### src/rtl/csk_pkg.sv
package csk_pkg;
  localparam int unsigned SLICE_W = 4;
endpackage

### src/rtl/csk_bitcell.sv
module csk_bitcell (
  input  logic a_i,
  input  logic b_i,
  input  logic c_i,
  output logic s_o,
  output logic p_o,
  output logic g_o
);
  always_comb begin
    p_o = a_i ^ b_i;
    g_o = a_i & b_i;
    s_o = p_o ^ c_i;
  end
endmodule

### src/rtl/csk_skip_mux.sv
module csk_skip_mux #(
  parameter int unsigned N = 4
) (
  input  logic [N-1:0] p_i,
  input  logic         cin_i,
  input  logic         ripple_i,
  output logic         cout_o
);
  logic sel;
  always_comb begin
    sel    = &p_i;
    cout_o = sel ? cin_i : ripple_i;
  end
endmodule

### src/rtl/csk_slice.sv
module csk_slice
  import csk_pkg::*;
(
  input  logic [SLICE_W-1:0] a_i,
  input  logic [SLICE_W-1:0] b_i,
  input  logic               cin_i,
  output logic [SLICE_W-1:0] sum_o,
  output logic               cout_o
);
  logic [SLICE_W-1:0] p, g;
  logic [SLICE_W:0]   cy;

  // carry into bit 0 is the slice input; carry into bit 1 is formed early
  assign cy[0] = cin_i;
  assign cy[1] = g[0] | (p[0] & cin_i);

  genvar i;
  generate
    for (i = 0; i < SLICE_W; i++) begin : g_bit
      csk_bitcell u_cell (
        .a_i(a_i[i]), .b_i(b_i[i]), .c_i(cy[i]),
        .s_o(sum_o[i]), .p_o(p[i]), .g_o(g[i])
      );
    end
    for (i = 2; i <= SLICE_W; i++) begin : g_rip
      assign cy[i] = g[i-1] | (p[i-1] & cy[i-1]);
    end
  endgenerate

  csk_skip_mux #(.N(SLICE_W)) u_mux (
    .p_i(p), .cin_i(cin_i), .ripple_i(cy[SLICE_W]), .cout_o(cout_o)
  );

  logic [SLICE_W:0] ref_sum;
  logic [1:0]       ref_b0;
  always_comb begin
    ref_sum = {1'b0, a_i} + {1'b0, b_i} + {{SLICE_W{1'b0}}, cin_i};
    ref_b0  = {1'b0, a_i[0]} + {1'b0, b_i[0]} + {1'b0, cin_i};
    p_slice_sum_r1: assert ({cout_o, sum_o} == ref_sum);
    p_early_carry_r2: assert (cy[1] == ref_b0[1]);
    if ((a_i ^ b_i) == {SLICE_W{1'b1}}) begin
      p_skip_passes_cin_r3: assert (cout_o == cin_i);
    end else begin
      p_ripple_out_r4: assert (cout_o == ref_sum[SLICE_W]);
    end
  end
endmodule

### src/rtl/csk_adder.sv
module csk_adder
  import csk_pkg::*;
#(
  parameter int unsigned WIDTH = 64
) (
  input  logic [WIDTH-1:0] a_i,
  input  logic [WIDTH-1:0] b_i,
  input  logic             c_i,
  output logic [WIDTH-1:0] sum_o,
  output logic             c_o
);
  localparam int unsigned NSLICE = WIDTH / SLICE_W;

  logic [NSLICE:0] chain;
  assign chain[0] = c_i;

  genvar k;
  generate
    for (k = 0; k < NSLICE; k++) begin : g_slice
      csk_slice u_slice (
        .a_i  (a_i[k*SLICE_W +: SLICE_W]),
        .b_i  (b_i[k*SLICE_W +: SLICE_W]),
        .cin_i(chain[k]),
        .sum_o(sum_o[k*SLICE_W +: SLICE_W]),
        .cout_o(chain[k+1])
      );
    end
  endgenerate

  assign c_o = chain[NSLICE];

  logic [WIDTH:0] ref_total;
  always_comb begin
    ref_total = {1'b0, a_i} + {1'b0, b_i} + {{WIDTH{1'b0}}, c_i};
    p_chain_sum_r5: assert ({c_o, sum_o} == ref_total);
  end
endmodule

### config.mk
export PLATFORM = sky130hd
export DESIGN_NAME = csk_adder
export DESIGN_NICKNAME = d
export VERILOG_FILES = /design/src/rtl/csk_pkg.sv /design/src/rtl/csk_bitcell.sv /design/src/rtl/csk_skip_mux.sv /design/src/rtl/csk_slice.sv /design/src/rtl/csk_adder.sv
export SDC_FILE = /design/constraint.sdc
export NUM_CORES = 1
export LEC_CHECK = 0
export BUFFER_PORTS_ARGS = -buffer_cell sky130_fd_sc_hd__buf_4
export CORE_ASPECT_RATIO = 0.8
export CORE_MARGIN = 10
export CORE_UTILIZATION = 49
export DETAILED_ROUTE_END_ITERATION = 6
export PLACE_DENSITY = 0.95
export SLEW_MARGIN = 20
export SYNTH_ARGS = -nofsm -noshare
export SYNTH_HDL_FRONTEND = slang
export SYNTH_SLANG_ARGS = --single-unit
export TNS_END_PERCENT = 100
### constraint.sdc
create_clock -name vclk -period 93.4
set_input_delay 18.68 -clock vclk [all_inputs]
set_output_delay 18.68 -clock vclk [all_outputs]
set_load 0.005 [all_outputs]
---- Yosys cells after proc, flatten, opt, wreduce, memory -nomap -nowiden ----
Index checks and enable logic that the tools add are counted.
storage, ports and cells
  flip-flop bits (word level) ............. 0
  input port bits ......................... 129
  output and inout bits ................... 65
  logic and storage cells ................. 352
operators by class
  mux-type cells .......................... 16
  bitwise operators ....................... 320
  reduce and logical (&&, ||, !) cells .... 16
operators by type and width
  kind               count
  $and A1 B1 Y1      128
  $xor A1 B1 Y1      128
  $or A1 B1 Y1       64
  $reduce_and A4 Y1  16
  $mux W1            16

---- Depth between registers and ports, before layout ----
  word-level depth ........................ 145
  gate-level depth with buffers ........... 97
  mapped depth without buffers ............ 97

---- By module ----
A second synthesis with hierarchy kept.
unflattened totals
  cell total of the unflattened synthesis .. 240
  area, all modules ....................... 2262.2 sq um
modules (own cells, without submodules)
  module        times used  cells each  area each (sq um)  sequential area each (sq um)
  csk_bitcell   64          2           21.3               0.0
  csk_slice     16          5           38.8               0.0
  csk_skip_mux  16          2           17.5               0.0

---- Worst setup path before layout ----
No wires, ideal clock.
  kind .................................... input-to-output
  start ................................... in a_i[0]
  end ..................................... out sum_o[63]
  data arrival time ....................... 46.156 ns
  data required time ...................... 74.720 ns
  path slack .............................. 28.564 ns
  stages .................................. 97
  path buffers ............................ 1
  cells stage by stage .................... inv_1 fa_1 inv_1 fa_1 fa_1 fa_1 mux2_4 fa_1 fa_1 fa_1 fa_1 a41oi_1 nor2_1 fa_1 fa_1 fa_1 fa_1 nand2_1 [61 not listed] fa_1 fa_1 fa_1 mux2i_1 a21oi_1 fa_1 fa_1 fa_1 fa_1 a211oi_1 a21oi_1 fa_1 fa_1 fa_1 inv_1 fa_1 inv_1 buf_4
between the ends
  cells in the longest elaborated chain, start to end .. 143
  elaborated cells on any way between the ends .. 145
ends and longest elaborated chain
  item                line                source
  start: declaration  csk_adder.sv:6      input logic [WIDTH-1:0] a_i,
  $xor A1 B1 Y1       csk_bitcell.sv:10   p_o = a_i ^ b_i;
  $and A1 B1 Y1       csk_slice.sv:15     assign cy[1] = g[0] | (p[0] & cin_i);
  $or A1 B1 Y1        csk_slice.sv:15
  $and A1 B1 Y1       csk_slice.sv:26     assign cy[i] = g[i-1] | (p[i-1] & cy[i-1]);
  $or A1 B1 Y1        csk_slice.sv:26
  $and A1 B1 Y1       csk_slice.sv:26
  $or A1 B1 Y1        csk_slice.sv:26
  $and A1 B1 Y1       csk_slice.sv:26
  [127 not listed]    --
  $mux W1 *           csk_skip_mux.sv:12  cout_o = sel ? cin_i : ripple_i;
  $and A1 B1 Y1 *     csk_slice.sv:15
  $or A1 B1 Y1 *      csk_slice.sv:15
  $and A1 B1 Y1 *     csk_slice.sv:26
  $or A1 B1 Y1 *      csk_slice.sv:26
  $and A1 B1 Y1 *     csk_slice.sv:26
  $or A1 B1 Y1 *      csk_slice.sv:26
  $xor A1 B1 Y1 *     csk_bitcell.sv:12   s_o = p_o ^ c_i;
  end: declaration    csk_adder.sv:9      output logic [WIDTH-1:0] sum_o,
Every way passes the cells marked *; elsewhere a longest branch is shown, timed or not.

---- Worst setup path after layout ----
Ends and elaborated chain as after synthesis.

==> results.toml <==
[clock_network]
cts_setup_buffers = 0
ctsResizeCount = 0
cts_hold_buf = 0

[logic_synthesis]
syn_inst = 269
synth_area_um2 = 3020
synth_mux_area_share_pct = 1.95
synth_top_cell_by_area = "fa_1"
synth_top_family_by_area = "adder cells"
synth_compound_area_share_pct = 4.64
syn_area_per_cell_um2 = 11.2
synthTopCellsByArea = "fa_1 (42%), ha_1 (26%), buf_4 (16%), nand4_1 (2.9%), nand2_1 (1.5%)"
seq_area_frac_synth_pct = 0
synth.net_count = 526
yosysTopAreaCellShare_pct = 42.4
synthSimpleGateAreaFrac_pct = 7.41
synth_cell_types = 29
synth-xor-area-share_pct = 0
synthAdderAreaFrac_pct = 68.9
synth_common_cells = "buf_4 (64), fa_1 (64), ha_1 (64), nand4_1 (14), nand2_1 (12)"
yosys_warnings = 0

[sta]
hold_violations = 0
drv_slew = 0
rsz0062_at_grt = "false"
tightestPinTransition_ns = 0.506
clock.fmax_ghz = 0.0150
timing.final.crit_share_pct = 71.6
hold_ws_ns = 37.70
slew_headroom_pct = 66.0
setup_tns_ns = 0
period_minus_slack_ns = 66.88
setup_violations = 0

[worst_hold_path]
min_path_type = "in -> out"
min_path_cells = 3
hold_start = "b_i[35]"

[route]
post-route-drc-count = 0
via_count = 2356
via_per_inst = 4.91
drt_wl_total_um = 9540
first_iter_violations = 27
ant_nets = 0
first_pass_iters = 3
wl_per_cell_um = 19.9

[grt]
grt_pass1_vias = 2923
grt_max_degree = 6
grt_pass1_wl_um = 15100
antenna_found_initial = 0
grt_usage_pct = 19.1
globalRoute.totalOverflow = 0

[power]
combPwrFrac_pct = 100.0
p_int_w = 0.0000161
p_sw_w = 0.0000124
swShare_pct = 43.6
p_leak_nw = 2.10
clkPwrFrac_pct = 0
vdd.ir_drop.worst_mv = 0.00376
p_seq_share_pct = 0
p_per_area_nw_per_um2 = 6.96

[job]
drv_cap = 0

[cells_and_area]
fillers = 443
fin_nets = 658
n_antenna_cell = 0
n_clock_buffer = 0
syn_to_final_growth_pct = 35.6
post-route-util_pct = 69.0
design.seq.count = 0
drive_gt1_share_pct = 50.4
regArea_um2 = 0

[worst_setup_path]
slowest_stage = "fa_1"
path_buf_inv = 6
slowest_delay_ns = 0.42
endpoint_kind = "output pin"
critPathKind = "in -> out"
crit_path_start = "a_i[0]"
cp_max_fo = 5
cp_num_cells = 98
cp_data_arrival_time_ns = 48.20
required_ns = 74.72
cp_top_family = "adder cells"
start_kind = "input port"
cp_common_cell = "fa_1"

[floorplanning]
num_rows = 25
dieWidth_um = 108
initial_core_util_pct = 50.9
core_area_um2 = 5940
dieHeight_um = 90.3
die_area_um2 = 9730
ios = 194

[place]
gp_congestion = 0.898
dp_hpwl_um = 9300
portBuffers = 194

[status]
outcome = "finished clean"
-- layer usage --
metal,share of wire [%],vias up,GRT usage [%]
met1,34,1138,18.7
li1,-,1068,-
met2,53,131,36.4
met5,0,-,0
met3,10,19,6.85
met4,3.1,0,4.89
-- stage by stage --
step	instances	setup WS, ns	power, W	cell area (um^2)
after floorplan	269	28.56	0.0000175	3020
after global placement	480	27.29	0.0000275	4100
after detailed placement	480	26.43	0.0000291	4100
after CTS	480	26.37	0.0000292	4100
after global routing	480	25.25	0.0000321	4100
final	480	26.52	0.0000285	4100
-- cells in the final DEF, fill, tap and decap left out, types with 3 or more instances in the layout --
cell type / instances
ha_1: 64
fa_1: 64
and4_1: 3
mux2_2: 3
nand2_1: 12
a21oi_1: 4
buf_4: 194
inv_1: 10
nor2_1: 9
nand4_1: 14
-- power by group through the flow --
| stage | clock [W] | sequential (W) | combinational, W |
|---|---|---|---|
| after floorplan | 0 | 0 | 0.0000175 |
| after global placement | 0 | 0 | 0.0000275 |
| after detailed placement | 0 | 0 | 0.0000291 |
| after CTS | 0 | 0 | 0.0000292 |
| after global routing | 0 | 0 | 0.0000321 |
| final | 0 | 0 | 0.0000285 |
-- logic make-up (layout without fill, tap and decap cells) --
| logic type | after synthesis | count (layout) |
|---|---|---|
| fa+ha+maj | 128 | 128 |
| buf+inv | 74 | 204 |
| simple gates | 43 | 43 |
| compound gates | 19 | 19 |
| mux | 5 | 5 |
-- final timing paths --
check                       end
worst min-delay path  sum_o[35]
worst max-delay path  sum_o[63]
-- area by class of cell --
cell class	count	area [um^2]	share of cell area, %
repair buffers	194	1460	35.5
multi-input cells	195	2500	61.1
inverters	10	37.5	0.915
well taps	81	101	2.47
(Power assumes the default switching activity.)
